### config.mk
export PLATFORM = sky130hd
export DESIGN_NAME = irq_csr_unit
export DESIGN_NICKNAME = d
export VERILOG_FILES = /design/src/rtl/irq_csr_pkg.sv /design/src/rtl/csr_ptr_reg.sv /design/src/rtl/irq_cause_cell.sv /design/src/rtl/irq_cause_bank.sv /design/src/rtl/irq_out_logic.sv /design/src/rtl/irq_csr_unit.sv
export SDC_FILE = /design/constraint.sdc
export NUM_CORES = 1
export LEC_CHECK = 0
export BUFFER_PORTS_ARGS = -buffer_cell sky130_fd_sc_hd__buf_2
export CORE_UTILIZATION = 45
export CTS_CLUSTER_DIAMETER = 50
export DETAILED_ROUTE_END_ITERATION = 8
export PLACE_DENSITY = 0.85
export SLEW_MARGIN = 40
export SYNTH_ARGS = -nofsm -noshare
export SYNTH_HDL_FRONTEND = slang
export SYNTH_SLANG_ARGS = --single-unit
### constraint.sdc
create_clock -name clk -period 3.11 [get_ports clk]
set_input_delay 0.311 -clock clk [delete_from_list [all_inputs] [get_ports clk]]
set_output_delay 0.311 -clock clk [all_outputs]
set_load 0.02 [all_outputs]
### src/rtl/irq_csr_pkg.sv
package irq_csr_pkg;
  localparam int NCAUSE   = 4;
  localparam int C_INIT   = 0;
  localparam int C_TX     = 1;
  localparam int C_RX     = 2;
  localparam int C_SYS    = 3;
  // status word bit positions
  localparam int B_RX     = 10;
  localparam int B_TX     = 9;
  localparam int B_INIT   = 8;
  localparam int B_SUMM   = 7;
  localparam int B_IEN    = 6;
  localparam int B_STOP   = 2;
  // mask word bit positions
  localparam int B_SYS    = 14;
  localparam int B_LA     = 5;
endpackage

### src/rtl/csr_ptr_reg.sv
module csr_ptr_reg #(
  parameter int PTR_W = 8
) (
  input  logic             clk,
  input  logic             rst_n,
  input  logic             ld,
  input  logic [PTR_W-1:0] d,
  output logic [PTR_W-1:0] q
);
  logic [PTR_W-1:0] q_d;

  always_comb begin
    q_d = q;
    if (ld) q_d = d;
  end

  always_ff @(posedge clk or negedge rst_n) begin
    if (!rst_n)  q <= '0;
    else if (ld) q <= q_d;
  end

  AST_PTR_LOAD: assert property (@(posedge clk) disable iff (!rst_n)
    ld |=> (q == $past(d)));
endmodule

### src/rtl/irq_cause_cell.sv
module irq_cause_cell (
  input  logic clk,
  input  logic rst_n,
  input  logic set,
  input  logic w1c,
  input  logic clr,
  output logic q
);
  logic q_d;
  logic upd;

  assign upd = set | w1c | clr;

  always_comb begin
    q_d = q;
    if (clr)      q_d = 1'b0;
    else if (set) q_d = 1'b1;
    else if (w1c) q_d = 1'b0;
  end

  always_ff @(posedge clk or negedge rst_n) begin
    if (!rst_n)   q <= 1'b0;
    else if (upd) q <= q_d;
  end

  AST_SET_WINS: assert property (@(posedge clk) disable iff (!rst_n)
    (set && !clr) |=> q);
  AST_CLR_ALL: assert property (@(posedge clk) disable iff (!rst_n)
    clr |=> !q);
  AST_W1C_CLEARS: assert property (@(posedge clk) disable iff (!rst_n)
    (w1c && !set && !clr) |=> !q);
  AST_HOLD: assert property (@(posedge clk) disable iff (!rst_n)
    (!set && !w1c && !clr) |=> (q == $past(q)));
endmodule

### src/rtl/irq_cause_bank.sv
module irq_cause_bank #(
  parameter int N = 4
) (
  input  logic         clk,
  input  logic         rst_n,
  input  logic [N-1:0] set,
  input  logic [N-1:0] w1c,
  input  logic         clr,
  output logic [N-1:0] q
);
  for (genvar i = 0; i < N; i++) begin : g_cell
    irq_cause_cell u_cell (
      .clk  (clk),
      .rst_n(rst_n),
      .set  (set[i]),
      .w1c  (w1c[i]),
      .clr  (clr),
      .q    (q[i])
    );
  end
endmodule

### src/rtl/irq_out_logic.sv
module irq_out_logic
  import irq_csr_pkg::*;
(
  input  logic [NCAUSE-1:0] cause,
  input  logic [2:0]        mask,
  input  logic              ien,
  output logic              summary,
  output logic              irq_n
);
  logic [2:0] live;

  always_comb begin
    live    = cause[2:0] & ~mask;
    summary = (|live) | cause[C_SYS];
    irq_n   = ~((summary & ien) | cause[C_SYS]);
  end
endmodule

### src/rtl/irq_csr_unit.sv
module irq_csr_unit
  import irq_csr_pkg::*;
#(
  parameter int PTR_W    = 8,
  parameter int DATA_W   = 32,
  parameter int STAT_IDX = 0,
  parameter int MASK_IDX = 3
) (
  input  logic              clk,
  input  logic              rst_n,
  input  logic              sel_ptr,
  input  logic              wr_en,
  input  logic [DATA_W-1:0] wdata,
  output logic [DATA_W-1:0] rdata,
  input  logic              ev_rx_last,
  input  logic              ev_rx_first,
  input  logic              ev_tx_done,
  input  logic              ev_init_done,
  input  logic              ev_sys,
  input  logic              soft_rst,
  output logic              irq_n
);
  // reset: asserted asynchronously, released through two flops
  logic rs_meta, rs_n;
  always_ff @(posedge clk or negedge rst_n) begin
    if (!rst_n) begin
      rs_meta <= 1'b0;
      rs_n    <= 1'b0;
    end else begin
      rs_meta <= 1'b1;
      rs_n    <= rs_meta;
    end
  end

  logic [PTR_W-1:0] ptr_q;
  logic             ptr_ld, stat_hit, mask_hit, stat_wr, mask_wr;

  assign ptr_ld   = wr_en & sel_ptr;
  assign stat_hit = (ptr_q == PTR_W'(STAT_IDX));
  assign mask_hit = (ptr_q == PTR_W'(MASK_IDX));
  assign stat_wr  = wr_en & ~sel_ptr & stat_hit;
  assign mask_wr  = wr_en & ~sel_ptr & mask_hit;

  csr_ptr_reg #(.PTR_W(PTR_W)) u_ptr (
    .clk  (clk),
    .rst_n(rs_n),
    .ld   (ptr_ld),
    .d    (wdata[PTR_W-1:0]),
    .q    (ptr_q)
  );

  // control bits: enable, stop, masks, look-ahead
  logic       ien_q, stop_q, la_q, ien_d, stop_d, la_d;
  logic [2:0] msk_q, msk_d;
  logic       ctl_en, clr_all;

  assign clr_all = soft_rst | (stat_wr & wdata[B_STOP]);
  assign ctl_en  = soft_rst | stat_wr | mask_wr;

  always_comb begin
    ien_d  = ien_q;
    stop_d = stop_q;
    msk_d  = msk_q;
    la_d   = la_q;
    if (soft_rst) begin
      ien_d  = 1'b0;
      stop_d = 1'b0;
    end else if (stat_wr) begin
      ien_d  = wdata[B_IEN];
      stop_d = wdata[B_STOP];
    end
    if (mask_wr) begin
      msk_d = {wdata[B_RX], wdata[B_TX], wdata[B_INIT]};
      la_d  = wdata[B_LA];
    end
  end

  always_ff @(posedge clk or negedge rs_n) begin
    if (!rs_n) begin
      ien_q  <= 1'b0;
      stop_q <= 1'b0;
      msk_q  <= '0;
      la_q   <= 1'b0;
    end else if (ctl_en) begin
      ien_q  <= ien_d;
      stop_q <= stop_d;
      msk_q  <= msk_d;
      la_q   <= la_d;
    end
  end

  // cause bits
  logic [NCAUSE-1:0] c_set, c_w1c, cause_q;

  always_comb begin
    c_set         = '0;
    c_set[C_RX]   = ev_rx_last | (ev_rx_first & la_q);
    c_set[C_TX]   = ev_tx_done;
    c_set[C_INIT] = ev_init_done;
    c_set[C_SYS]  = ev_sys;
    c_w1c         = '0;
    c_w1c[C_RX]   = stat_wr & wdata[B_RX];
    c_w1c[C_TX]   = stat_wr & wdata[B_TX];
    c_w1c[C_INIT] = stat_wr & wdata[B_INIT];
    c_w1c[C_SYS]  = mask_wr & wdata[B_SYS];
  end

  irq_cause_bank #(.N(NCAUSE)) u_bank (
    .clk  (clk),
    .rst_n(rs_n),
    .set  (c_set),
    .w1c  (c_w1c),
    .clr  (clr_all),
    .q    (cause_q)
  );

  logic summary;
  irq_out_logic u_out (
    .cause  (cause_q),
    .mask   (msk_q),
    .ien    (ien_q),
    .summary(summary),
    .irq_n  (irq_n)
  );

  // read path
  logic [DATA_W-1:0] stat_word, mask_word;
  always_comb begin
    stat_word         = '0;
    stat_word[B_RX]   = cause_q[C_RX];
    stat_word[B_TX]   = cause_q[C_TX];
    stat_word[B_INIT] = cause_q[C_INIT];
    stat_word[B_SUMM] = summary;
    stat_word[B_IEN]  = ien_q;
    stat_word[B_STOP] = stop_q;
    mask_word         = '0;
    mask_word[B_SYS]  = cause_q[C_SYS];
    mask_word[B_RX]   = msk_q[2];
    mask_word[B_TX]   = msk_q[1];
    mask_word[B_INIT] = msk_q[0];
    mask_word[B_LA]   = la_q;
    if (sel_ptr)       rdata = {{(DATA_W-PTR_W){1'b0}}, ptr_q};
    else if (stat_hit) rdata = stat_word;
    else if (mask_hit) rdata = mask_word;
    else               rdata = '0;
  end

  logic unused_wdata;
  assign unused_wdata = ^wdata;

  AST_IRQ_NEEDS_CAUSE: assert property (@(posedge clk) disable iff (!rs_n)
    !irq_n |-> (|cause_q));
  AST_SYS_FORCES_IRQ: assert property (@(posedge clk) disable iff (!rs_n)
    cause_q[C_SYS] |-> !irq_n);
  AST_RSV_ZERO: assert property (@(posedge clk) disable iff (!rs_n)
    (!sel_ptr && stat_hit) |-> (rdata[DATA_W-1:B_RX+1] == '0));
  AST_LA_GATE: assert property (@(posedge clk) disable iff (!rs_n)
    (!la_q && !ev_rx_last && ev_rx_first && !cause_q[C_RX]) |=> !cause_q[C_RX]);
endmodule

# Word-level counts from Yosys, hierarchy flattened
# Index checks and enable logic that the tools add are counted.
[classes] n_eq_ne=1 multipliers=0 shift=0 add_sub_neg=0 div=0 order_cmp=0 n_reduce_logical=13 bitwise=29 muxes=19
[ops] op="$mux 32" count=1
[ops] op="$mux 15" count=2
[ops] op="$mux 1" count=16
[ops] op="$or 1x1->1" count=14
[ops] op="$reduce_and 2->1" count=6
[ops] op="$reduce_bool 3->1" count=4
[ops] op="$and 1x1->1" count=11
[ops] op="$eq 8x2->1 const B" count=1
[ops] op="$logic_not 8->1" count=1
[ops] op="$and 3x3->3" count=1
[ops] op="$not 3->3" count=1
[ops] op="$reduce_or 3->1" count=1
[ops] op="$not 1->1" count=2
[ops] op="$reduce_bool 2->1" count=1
[totals] inputBits=42 romBits=0 word_cells=73 n_memories=0 register_bits=20 mem_bits_rw=0 latch_bits=0

# Depth between registers and ports, before layout
[logic_depth] depth_word=7 depth_mapped=4 mapped_depth_nobuf=3

# Cells and area by module
# From an unflattened synthesis, not the netlist that was laid out.
[unflattened] cells_unflattened=117 area_unflattened_um2=1265.0
[modules_own_cells] module="irq_csr_unit" area_each_um2=718.2 cells_each=77 n_inst=1
[modules_own_cells] module="csr_ptr_reg" area_each_um2=331.6 cells_each=17 n_inst=1
[modules_own_cells] module="irq_cause_cell" area_each_um2=43.8 cells_each=4 n_inst=4
[modules_own_cells] module="irq_out_logic" area_each_um2=40.0 cells_each=7 n_inst=1

# Worst setup path after synthesis
# OpenSTA, ideal clock, no wires.
[synth_path] path_kind="reg-to-output" from="register u_ptr.q[5]" to="output rdata[10]" stages_incl_launch_ff=5 required_ns=2.799 path_buffers=1 t_arrival_ns=1.703 slack_ns=1.096 cell_sequence="dfrtp_1 or4_4 buf_6 nor4_4 a22o_1"
[synth_between] elab_chain_len=4 elab_cells_between_ends=5
[synth_rtl] item="start, declared" line_no="csr_ptr_reg.sv:8" source="output logic [PTR_W-1:0] q"
[synth_rtl] item="start signal, assigned" line_no="csr_ptr_reg.sv:19" source="else if (ld) q <= q_d;"
[synth_rtl] item="$eq 8x2->1" line_no="irq_csr_unit.sv:40" source="assign mask_hit = (ptr_q == PTR_W'(MASK_IDX));"
[synth_rtl] item="$mux 15" line_no="irq_csr_unit.sv:144" source="else if (mask_hit) rdata = mask_word;"
[synth_rtl] item="$mux 15 *" line_no="irq_csr_unit.sv:143" source="else if (stat_hit) rdata = stat_word;"
[synth_rtl] item="$mux 32 *" line_no="irq_csr_unit.sv:142" source="if (sel_ptr) rdata = {{(DATA_W-PTR_W){1'b0}}, ptr_q};"
[synth_rtl] item="end, declared" line_no="irq_csr_unit.sv:14" source="output logic [DATA_W-1:0] rdata,"
# Mark *: on every way between the ends. The rest lies on a longest branch, timed or not.

# Worst setup path after layout
# Ends and elaborated chain as after synthesis.

==> results.py <==
metrics = {
    "yosys": {
        "ys_seq_area_share_pct": 42.3,
        "synth_top_area_cell": "dfrtp_1",
        "ys_warn_count": 0,
        "ys_types": 32,
        "ys_seq_elements": 20,
        "synth_cells": 110,
        "ys_top_cells_by_area": "dfrtp_1 42%, buf_4 13%, mux2_2 11%",
        "syn-mean-instance-area_um2": 10.7,
        "synth_top_area_share_pct": 42.3,
        "syn_area_mm2": 0.00118,
    },
    "grt": {
        "grt_pass1_wl_um": 3680,
        "gr-total-overflow": 0,
        "antenna_found_initial": 0,
        "grt_max_degree": 19,
        "grt_pass1_vias": 833,
        "track_usage_pct": 18.7,
    },
    "floorplanning": {
        "io_pins": 75,
        "die_h_um": 53.3,
        "start_util_pct": 47.7,
        "coreArea_mm2": 0.00248,
        "dieArea_mm2": 0.00284,
        "die_width_um": 53.3,
        "rows": 18,
    },
    "timing": {
        "rsz0062_at_grt": "no",
        "max_freq_mhz": 401,
        "slew_violations": 0,
        "slew-limit-headroom_pct": 53.1,
        "finalSetupTns_ns": 0,
        "worst_slack_ns": 0.617,
        "holdWs_ns": 0.223,
        "finClkSkew_ns": 0.00940,
        "worst_slew_pin_slew_ns": 0.703,
        "hold_viol_final": 0,
        "post-route-period-util_pct": 80.2,
        "setup_viol": 0,
        "final.min_clock_period_ns": 2.49,
    },
    "power_and_ir_drop": {
        "power_density_mw_per_mm2": 446,
        "leakagePower_nw": 0.675,
        "max-vdd-ir-drop_uv": 331,
    },
    "setup_path": {
        "worstPathRequired_ns": 2.80,
        "r2r_end": "msk_q[1]$_DFFE_PN0P_",
        "end_kind": "output pin",
        "crit_path_start_kind": "register",
        "worstRegToRegCells": 3,
        "rrSetupSlack_ns": 1.29,
        "reg2reg_from": "u_ptr.q[5]$_DFFE_PN0P_",
        "path_class": "reg2out",
        "worst-path-max-fanout": 8,
        "worstPathArrival_ns": 2.18,
    },
    "final_layout": {
        "multi_input_area_um2": 573,
        "fin_nets": 188,
        "fillers": 224,
        "drive_above_1_share_pct": 37.2,
        "fin_util_pct": 54.0,
        "area_growth_pct": 13.2,
        "num_antenna_cells": 0,
        "design_area_mm2": 0.00134,
        "regArea_um2": 500,
    },
    "drt": {
        "wl_per_cell_um": 12.7,
        "drcViolationCount": 0,
        "drtPass1Iterations": 4,
        "vias": 916,
        "vias_per_cell": 5.23,
        "final_antenna_net_count": 0,
        "drt_wl_total_um": 2230,
        "dr.first_iter.drc_count": 12,
    },
    "hold_path": {
        "hold_path_class": "in2reg",
        "hold_end": "u_ptr.q[1]$_DFFE_PN0P_",
        "hold_depth": 2,
        "hold_path_startpoint": "wdata[1]",
    },
    "clocking": {
        "cts_max_level": 1,
        "cts.sinks": 20,
        "insertion_delay_ns": 0.31,
        "cts.reportedPaths.clkPinSlew_ns": 0.11,
        "post_cts_buffers": 0,
        "numCtsBuffers": 3,
        "clock_tree.buffer_depth": 2,
        "ctsResizeCount": 0,
        "cts_tree": "done",
        "cts_root_buf": "clkbuf_4",
    },
    "placement": {
        "dpl_cell_area_mm2": 0.00129,
        "dp_hpwl_um": 1730,
        "gp_congestion": 0.802,
        "placement.io_buffers": 34,
        "pre_cts_slack_ns": 0.961,
    },
    "run": {
        "maxCapViolations": 0,
    },
    "outcome": {
        "status": "complete, no violations",
    },
}
kinds of logic after synthesis:
family / synth area share (%)
simple gates: 17.6
mux: 11.4
flops: 42.3
other cells: 0.635
compound gates: 12.8
buf+inv: 15.2
repair_timing:
| action | CTS | global route |
|---|---|---|
| setup endpoints to repair | 0 | 0 |
| hold buffers | 1 | 0 |
| hold endpoints to repair | 2 | 0 |
cells in the final DEF (no fill, tap or decap), drive strengths merged:
cell type / Yosys / routed
a21o: 2 / 2
a21oi: 4 / 4
a22o: 7 / 7
a311oi: 2 / 2
a41o: 1 / 1
and2: 5 / 5
and3: 1 / 1
buf: 21 / 34
clkbuf: 2 / 4
conb: 2 / 21
dfrtp: 20 / 20
dlygate4sd3: 0 / 1
inv: 3 / 3
mux2: 12 / 12
nand2: 2 / 2
nand3: 1 / 1
nand4: 2 / 2
nand4b: 1 / 1
nor2: 3 / 3
nor2b: 3 / 3
nor3: 3 / 3
nor3b: 1 / 1
nor4: 3 / 3
o21ai: 1 / 1
o31ai: 3 / 3
or3: 1 / 1
or3b: 1 / 1
or4: 2 / 2
or4bb: 1 / 1
final cells by class:
type	instances	area share [%]
clock buffer	4	2.71
inverter	3	0.841
tap	30	2.80
timing repair buffer	35	13.5
multi-input combinational	83	42.8
sequential	20	37.4
state kept, by name (all words and copies together) (netlist names):
name	cells
ien_q	1
la_q	1
msk_q	3
rs_meta	1
rs_n	1
stop_q	1
u_bank.g_cell.u_cell.q	4
u_ptr.q	8
through the flow:
stage	power, mW	cells
2_1_floorplan	0.428	129
3_3_place_gp	0.445	170
3_5_place_dp	0.449	170
4_1_cts	0.601	175
5_1_grt	0.628	175
6_report	0.598	175
synth_stat cells:
master    number
a21o_1         2
mux2_2        12
o31ai_1        3
or3b_2         1
nor2_1         3
nor3b_1        1
a41o_1         1
inv_1          3
dfrtp_1       20
or4_4          1
buf_4         20
nor4_4         1
nand2_1        2
conb_1         2
a311oi_1       2
nand4b_1       1
clkbuf_1       2
o21ai_0        1
or4bb_1        1
buf_6          1
and3_1         1
a22o_1         7
nor4_1         2
nand4_1        2
nor2b_1        3
and2_1         5
or4_1          1
or3_1          1
nor3_2         1
nand3_1        1
a21oi_1        4
nor3_1         2
metal layers:
| metal | routed length [µm] | share of wire [%] | GRT usage [%] |
|---|---|---|---|
| met4 | 53 | 2.4 | 11.8 |
| met3 | 145 | 6.5 | 1.72 |
| met2 | 1090 | 49 | 30.0 |
| met1 | 933 | 42 | 23.8 |
| met5 | 0 | 0 | 0 |
power breakdown:
part           total [mW]  leakage, nW  switching (mW)  internal, mW
combinational       0.130        0.404          0.0760        0.0540
clock               0.152       0.0210          0.0809        0.0716
sequential          0.315        0.251          0.0313         0.284
total               0.598        0.675           0.188         0.410
how the worst max path moves through the flow:
stage                endpoint              startpoint  cells after the start
floorplan           rdata[10]  u_ptr.q[5]$_DFFE_PN0P_                      4
global placement    rdata[10]  u_ptr.q[5]$_DFFE_PN0P_                      4
detailed placement  rdata[10]  u_ptr.q[5]$_DFFE_PN0P_                      4
CTS                 rdata[10]  u_ptr.q[5]$_DFFE_PN0P_                      4
global route         rdata[7]  u_ptr.q[5]$_DFFE_PN0P_                      4
finish              rdata[10]  u_ptr.q[5]$_DFFE_PN0P_                      4
worst max-delay path, cell delays in order (launching register included):
cell	delay, ns
dfrtp_1	0.42
or4_4	0.61
nor4_4	0.48
a22o_1	0.22
buf_2	0.16
Power figures use the tool's default switching activity.
